`config.mk`:
```
export PLATFORM = sky130hd
export DESIGN_NAME = dram_refresh_seq
export DESIGN_NICKNAME = d
export VERILOG_FILES = /design/src/rtl/drs_pkg.sv /design/src/rtl/drs_interval_timer.sv /design/src/rtl/drs_backlog.sv /design/src/rtl/drs_cycle_gen.sv /design/src/rtl/dram_refresh_seq.sv
export SDC_FILE = /design/constraint.sdc
export NUM_CORES = 1
export LEC_CHECK = 0
export ABC_AREA = 1
export BUFFER_PORTS_ARGS = -buffer_cell sky130_fd_sc_hd__buf_2
export CAP_MARGIN = 0
export CELL_PAD_IN_SITES_DETAIL_PLACEMENT = 0
export CELL_PAD_IN_SITES_GLOBAL_PLACEMENT = 1
export CORE_UTILIZATION = 35
export DETAILED_ROUTE_END_ITERATION = 12
export GPL_TIMING_DRIVEN = 0
export PLACE_DENSITY_LB_ADDON = 0.25
export SYNTH_ARGS = -nofsm -noshare
export SYNTH_HDL_FRONTEND = slang
export SYNTH_HIERARCHICAL = 1
export SYNTH_SLANG_ARGS = --single-unit
```
`constraint.sdc`:
```
create_clock -name clk -period 4.7 [get_ports clk]
set_clock_uncertainty 0.05 [all_clocks]
set_input_delay 0.235 -clock clk [delete_from_list [all_inputs] [get_ports clk]]
set_output_delay 0.235 -clock clk [all_outputs]
set_load 0.03 [all_outputs]
```
`src/rtl/drs_pkg.sv`:
```
// Shared types for the DRAM refresh sequencer.
// Assumes nothing beyond IEEE 1800-2017 enum support.
package drs_pkg;

    // Top-level life phase of the memory
    typedef enum logic [1:0] {
        PH_PAUSE = 2'd0,
        PH_WAKE  = 2'd1,
        PH_RUN   = 2'd2
    } phase_e;

    // Steps of one CAS-before-RAS strobe cycle
    typedef enum logic [2:0] {
        CY_IDLE = 3'd0,
        CY_REQ  = 3'd1,
        CY_CSR  = 3'd2,
        CY_RASL = 3'd3,
        CY_PRE  = 3'd4
    } cyc_e;

endpackage

```
`src/rtl/drs_interval_timer.sv`:
```
// Free-running interval timer: emits a one-cycle tick every PERIOD cycles
// while enabled, and restarts from zero whenever it is disabled.
// Assumes PERIOD >= 2.
module drs_interval_timer #(
    parameter int PERIOD = 1560
) (
    input  logic clk,
    input  logic rst_n,
    input  logic en,
    output logic tick
);
    localparam int CW = $clog2(PERIOD + 1);
    localparam logic [CW-1:0] LAST = CW'(PERIOD - 1);

    logic [CW-1:0] cnt;

    // Tick on the last count of each period
    assign tick = en && (cnt == LAST);

    // Advance the count, wrapping on tick and clearing when disabled
    always_ff @(posedge clk) begin
        if (!rst_n || !en || tick) begin
            cnt <= '0;
        end else begin
            cnt <= cnt + 1'b1;
        end
    end
endmodule

```
`src/rtl/drs_backlog.sv`:
```
// Counts refreshes that are owed but not yet issued. Flags an overflow when a
// new one arrives while LIMIT are already owed and none completes that cycle.
// Assumes dec is only asserted while at least one refresh is owed.
module drs_backlog #(
    parameter int LIMIT = 8
) (
    input  logic clk,
    input  logic rst_n,
    input  logic clr,
    input  logic inc,
    input  logic dec,
    output logic owed,
    output logic ovf
);
    localparam int PW = $clog2(LIMIT + 1);
    localparam logic [PW-1:0] FULL = PW'(LIMIT);

    logic [PW-1:0] pend;

    assign owed = (pend != '0);
    assign ovf  = inc && !dec && (pend == FULL);

    // Track the owed count; clear on request, saturate on overflow
    always_ff @(posedge clk) begin
        if (!rst_n || clr) begin
            pend <= '0;
        end else if (inc && !dec && !ovf) begin
            pend <= pend + 1'b1;
        end else if (dec && !inc) begin
            pend <= pend - 1'b1;
        end
    end
endmodule

```
`src/rtl/drs_cycle_gen.sv`:
```
// Generates one CAS-before-RAS refresh cycle per request/grant handshake.
// It requests the bus while want is high, lowers CAS for T_CSR cycles, then
// RAS for T_RAS cycles, then holds all strobes high for T_PRE cycles before
// it hands the bus back. done pulses in the last precharge cycle.
// Assumes the grant stays high for as long as req is high once given.
module drs_cycle_gen
    import drs_pkg::*;
#(
    parameter int T_CSR = 1,
    parameter int T_RAS = 6,
    parameter int T_PRE = 5
) (
    input  logic clk,
    input  logic rst_n,
    input  logic want,
    input  logic gnt,
    output logic req,
    output logic ras_n,
    output logic cas_n,
    output logic done
);
    localparam int MAXT = (T_RAS > T_PRE) ? ((T_RAS > T_CSR) ? T_RAS : T_CSR)
                                          : ((T_PRE > T_CSR) ? T_PRE : T_CSR);
    localparam int CW = $clog2(MAXT + 1);
    localparam logic [CW-1:0] CSR_LAST = CW'(T_CSR - 1);
    localparam logic [CW-1:0] RAS_LAST = CW'(T_RAS - 1);
    localparam logic [CW-1:0] PRE_LAST = CW'(T_PRE - 1);

    cyc_e          st;
    logic [CW-1:0] cnt;

    // Strobe levels decoded from the registered step
    assign req   = (st != CY_IDLE);
    assign ras_n = (st != CY_RASL);
    assign cas_n = !((st == CY_CSR) || (st == CY_RASL));
    assign done  = (st == CY_PRE) && (cnt == '0);

    // Step through request, CAS lead, RAS low and precharge
    always_ff @(posedge clk) begin
        if (!rst_n) begin
            st  <= CY_IDLE;
            cnt <= '0;
        end else begin
            case (st)
                CY_IDLE: if (want) st <= CY_REQ;
                CY_REQ: if (gnt) begin
                    st  <= CY_CSR;
                    cnt <= CSR_LAST;
                end
                CY_CSR: if (cnt == '0) begin
                    st  <= CY_RASL;
                    cnt <= RAS_LAST;
                end else begin
                    cnt <= cnt - 1'b1;
                end
                CY_RASL: if (cnt == '0) begin
                    st  <= CY_PRE;
                    cnt <= PRE_LAST;
                end else begin
                    cnt <= cnt - 1'b1;
                end
                CY_PRE: if (cnt == '0) begin
                    st <= CY_IDLE;
                end else begin
                    cnt <= cnt - 1'b1;
                end
                default: st <= CY_IDLE;
            endcase
        end
    end
endmodule

```
`src/rtl/dram_refresh_seq.sv`:
```
// DRAM refresh and power-up sequencer (top).
// After reset: strobes held high for the power-up pause, then a burst of
// wake-up refresh cycles, then distributed CAS-before-RAS refresh at one per
// interval. A refresh backlog past PEND_MAX sets a sticky error and reruns
// the wake-up burst. Assumes the access controller holds bus_gnt while
// bus_req is high once granted, and keeps host traffic off while
// init_done is low.
module dram_refresh_seq
    import drs_pkg::*;
#(
    parameter int CLK_MHZ     = 100,
    parameter int PWRUP_US    = 200,
    parameter int REFI_NS     = 15600,
    parameter int WAKE_CYCLES = 8,
    parameter int PEND_MAX    = 8,
    parameter int T_CSR_CYC   = 1,
    parameter int T_RAS_CYC   = 6,
    parameter int T_RP_CYC    = 4,
    parameter int T_RC_CYC    = 11
) (
    input  logic clk,
    input  logic rst_n,
    input  logic bus_gnt,
    output logic bus_req,
    output logic ras_n,
    output logic lcas_n,
    output logic ucas_n,
    output logic init_done,
    output logic ref_err
);
    localparam int PWRUP_CYC = CLK_MHZ * PWRUP_US;
    localparam int REFI_CYC  = (CLK_MHZ * REFI_NS) / 1000;
    localparam int PRE_CYC   = ((T_RC_CYC - T_RAS_CYC) > T_RP_CYC)
                               ? (T_RC_CYC - T_RAS_CYC) : T_RP_CYC;
    localparam int PCW = $clog2(PWRUP_CYC + 1);
    localparam int WCW = $clog2(WAKE_CYCLES + 1);
    localparam logic [PCW-1:0] PAUSE_LAST = PCW'(PWRUP_CYC - 1);
    localparam logic [WCW-1:0] WAKE_INIT  = WCW'(WAKE_CYCLES);
    localparam logic [WCW-1:0] WAKE_ONE   = WCW'(1);

    phase_e         phase;
    logic [PCW-1:0] pause_cnt;
    logic [WCW-1:0] wake_left;
    logic           err_q;
    logic           tick, owed, ovf, done, want, cas_n;

    // Work wanted: outstanding wake cycles, or owed refreshes in service
    assign want = ((phase == PH_WAKE) && (wake_left != '0)) ||
                  ((phase == PH_RUN) && owed);

    drs_interval_timer #(.PERIOD(REFI_CYC)) u_timer (
        .clk  (clk),
        .rst_n(rst_n),
        .en   (phase == PH_RUN),
        .tick (tick)
    );

    drs_backlog #(.LIMIT(PEND_MAX)) u_backlog (
        .clk  (clk),
        .rst_n(rst_n),
        .clr  (phase != PH_RUN),
        .inc  (tick),
        .dec  (done && (phase == PH_RUN)),
        .owed (owed),
        .ovf  (ovf)
    );

    drs_cycle_gen #(
        .T_CSR(T_CSR_CYC),
        .T_RAS(T_RAS_CYC),
        .T_PRE(PRE_CYC)
    ) u_cycle (
        .clk  (clk),
        .rst_n(rst_n),
        .want (want),
        .gnt  (bus_gnt),
        .req  (bus_req),
        .ras_n(ras_n),
        .cas_n(cas_n),
        .done (done)
    );

    assign lcas_n    = cas_n;
    assign ucas_n    = cas_n;
    assign init_done = (phase == PH_RUN);
    assign ref_err   = err_q;

    // Phase sequencing: pause, wake burst, run; overflow returns to wake
    always_ff @(posedge clk) begin
        if (!rst_n) begin
            phase <= PH_PAUSE;
        end else begin
            case (phase)
                PH_PAUSE: if (pause_cnt == PAUSE_LAST) phase <= PH_WAKE;
                PH_WAKE:  if (done && (wake_left == WAKE_ONE)) phase <= PH_RUN;
                PH_RUN:   if (ovf) phase <= PH_WAKE;
                default:  phase <= PH_PAUSE;
            endcase
        end
    end

    // Count out the power-up pause
    always_ff @(posedge clk) begin
        if (!rst_n) begin
            pause_cnt <= '0;
        end else if ((phase == PH_PAUSE) && (pause_cnt != PAUSE_LAST)) begin
            pause_cnt <= pause_cnt + 1'b1;
        end
    end

    // Count remaining wake-up cycles; reload for a later rerun
    always_ff @(posedge clk) begin
        if (!rst_n) begin
            wake_left <= WAKE_INIT;
        end else if ((phase == PH_WAKE) && done) begin
            wake_left <= (wake_left == WAKE_ONE) ? WAKE_INIT : wake_left - 1'b1;
        end
    end

    // Sticky backlog-overflow flag, cleared only by reset
    always_ff @(posedge clk) begin
        if (!rst_n) begin
            err_q <= 1'b0;
        end else if (ovf) begin
            err_q <= 1'b1;
        end
    end
endmodule

```
==> flow_summary_export.csv <==
group,metric,value,unit
outcome,status,"finished clean",
worst_setup_path,startpoint_type,"flip-flop",
global_routing,grt.overflow.total,0,
worst_setup_path,r2r_start,"u_cycle/cnt[0]",
timing,tns,0,ns
flow_run,drv_cap,0,
timing,worstMarginPinSlew,0.7561,ns
yosys,netlist_area,2756,um2
clock_tree,clkSinkCount,43,
cells_and_area,diodes,0,
clock_tree,clock_latency,0.30,ns
detailed_routing,drt_iter0_markers,150,
yosys,avgSynthCellArea,6.532,um2
worst_setup_path,worstPathMaxFanout,8,
pwr,power.density,287.4,nW/um2
clock_tree,clk_pin_slew,0.09,ns
worst_setup_path,regToRegSetupSlack,2.12,ns
placed_design,place_congestion,0.8016,
detailed_routing,wl_per_cell,10.91,um
detailed_routing,route.detailed.drc,0,
worst_setup_path,crit_end,"u_backlog/pend[3]",
yosys,ys_seq_area_share,31.23,%
timing,period_share,54.84,%
global_routing,grt_pass1_wl,10.64,mm
clock_tree,numCtsBuffers,5,
clock_tree,cts_tree,"built",
timing,fmax,388.0,MHz
placed_design,hpwl,4.319,mm
detailed_routing,drt_first_pass_iters,4,
global_routing,grtUsageTotal,15.72,%
yosys,ys_ff_latch,43,
clock_tree,root_buffer,"clkbuf_8",
clock_tree,holdBufCountCts,0,
worst_setup_path,cp-end-kind,"flip-flop",
floorplanning,dieArea,8235,um2
pwr,leakagePower,1.148,nW
detailed_routing,ant_nets,0,
clock_tree,clock_path_buffers,2,
worst_setup_path,startpoint,"u_cycle/cnt[0]",
timing,setup_viol,0,
clock_tree,htree_levels,2,
yosys,synth_cell_types,36,
floorplanning,rows,31,
floorplanning,initial_core_util,37.01,%
detailed_routing,viasPerCell,4.622,
cells_and_area,nets,450,
timing,slew_viol_final,0,
floorplanning,die_w,90.75,um
yosys,async_reset_ff_share,0,%
clock_tree,cts.repair.resized,0,
cells_and_area,final_cells,537,
yosys,ys.warnings.count,6,
timing,min_period,2.577,ns
cells_and_area,utilization,40.36,%
global_routing,grt_pass1_vias,2339,
yosys,postSynthCellCount,422,
yosys,syn_nets,435,
worst_setup_path,arrival,2.73,ns
floorplanning,ioPinCount,9,
placed_design,io_buffers,8,
timing,finalHoldViolCount,0,
worst_setup_path,worst_ep_required_time,4.85,ns
worst_setup_path,crit_type,"reg -> reg",
worst_setup_path,reg2regPathDepth,17,
floorplanning,core,7447,um2
yosys,synth-edff-count,0,
detailed_routing,routed_wl,5.861,mm
cells_and_area,drive_gt1_share,15.53,%
cells_and_area,area_delta_synth_final,9.033,%
global_routing,grt_max_degree,15,
clock_tree,cts_setup_buffers,0,
yosys,ys_dominant_reg_cell,"dfxtp_1",
floorplanning,die_h,90.75,um
global_routing,antenna_found_initial,0,
hold_path,hold_class,"in -> reg",
detailed_routing,num_vias,2482,
pwr,power.total,863.9,uW
placed_design,dp.cells,529,
timing,rsz0062_at_grt,"no",
timing,relSlewSlack,49.60,%
pwr,vdd_drop_max,0.0001056,V
worst_setup_path,rr_endpoint,"u_backlog/pend[3]",
[flip-flops by register name, summed over array words and instances, names as in the netlist]
signal	flops
ref_err	1
u_cycle/st	3
u_backlog/pend	4
wake_left	4
phase	2
u_cycle/cnt	3
u_timer/cnt	11
pause_cnt	15
[how the worst min path moves through the flow]
| stage | startpoint | end | cells past startpoint |
|---|---|---|---|
| 2_1_floorplan | rst_n | u_cycle/cnt[2] | 2 |
| 3_5_place_dp | u_cycle/cnt[1] | u_cycle/cnt[1] | 2 |
| 3_3_place_gp | u_timer/cnt[0] | u_timer/cnt[0] | 1 |
| 4_1_cts | rst_n | u_cycle/cnt[2] | 3 |
| 5_1_grt | rst_n | u_cycle/cnt[2] | 3 |
| 6_report | rst_n | u_cycle/cnt[2] | 3 |
[cells in the final DEF, fill, tap and decap left out, types with 2 or more instances in the layout]
master,instances
nand2_4,2
inv_1,54
nor2_2,8
dfxtp_1,43
clkinv_1,2
nor3_1,2
xor2_1,8
inv_2,6
nand3_1,37
clkbuf_1,2
a21oi_1,18
a21oi_2,10
nand2_1,100
buf_6,3
nor2_1,63
nor2_4,2
ha_1,9
clkbuf_8,5
o21ai_0,10
nand4_1,10
buf_2,9
nand2_2,18
[report_power, final]
group,total (mW),switching (mW),internal [mW],leakage (nW)
sequential,0.399,0.0171,0.381,0.348
clock,0.240,0.136,0.104,0.0412
combinational,0.225,0.147,0.0780,0.759
total,0.864,0.300,0.564,1.15
[synthesized netlist by cell type, types with 3 or more instances]
cell type	count	area [um2]
a21oi_2	10	87.58
nor2_1	63	236.5
xor2_1	8	70.07
nand3_1	37	185.2
nand2_1	100	375.4
nand4_1	10	62.56
inv_2	6	22.52
dfxtp_1	43	860.8
buf_6	3	33.78
a21oi_1	18	90.09
o21ai_0	10	50.05
nand2_2	18	112.6
nor2_2	8	50.05
inv_1	54	202.7
ha_1	9	112.6
[layer usage]
metal / GRT usage [%] / part of all wire [%] / vias to the layer above
met5: 0 / 0 / -
met4: 4.435 / 1.2 / 0
met3: 3.030 / 3.3 / 6
met2: 25.95 / 44 / 27
met1: 20.68 / 51 / 1102
li1: - / - / 1347
[through the flow]
stage	worst slack (ns)	hold WS (ns)	cell area, um2
floorplan	2.184	0.3054	2756
global placement	2.116	0.3980	2920
detailed placement	2.101	0.4071	2920
CTS	2.078	0.2526	3005
global route	1.784	0.2476	3005
finish	2.123	0.2546	3005
[critical path: stages, from the launching register on]
cell     delay, ns
dfxtp_1       0.34
inv_1         0.10
ha_1          0.19
inv_1         0.05
nor2_1        0.12
nand3_1       0.12
inv_1         0.15
inv_1         0.06
nor2_1        0.29
nor2_4        0.08
nand2_4       0.13
ha_1          0.28
a21oi_2       0.16
nand2_1       0.08
nand2_2       0.07
nand2_2       0.04
nor2_1        0.11
nor2_2        0.05
[kinds of logic after synthesis]
family,Yosys count,synth area share (%)
simple gates,247,40.45
fa+ha+maj,10,4.812
flops,43,31.23
compound gates,43,9.533
buf+inv,70,11.12
xor+xnor,9,2.860
[final cells by class]
type | instances | area [um2]
fillers | 824 | 4442
repair buffers | 8 | 40.04
clock buffers | 6 | 72.57
plain buffers | 8 | 73.82
clock inverters | 2 | 12.51
flip-flops and latches | 43 | 860.8
well taps | 99 | 123.9
multi-input cells | 309 | 1589
inverters | 62 | 232.7
(Power assumes the default switching activity.)
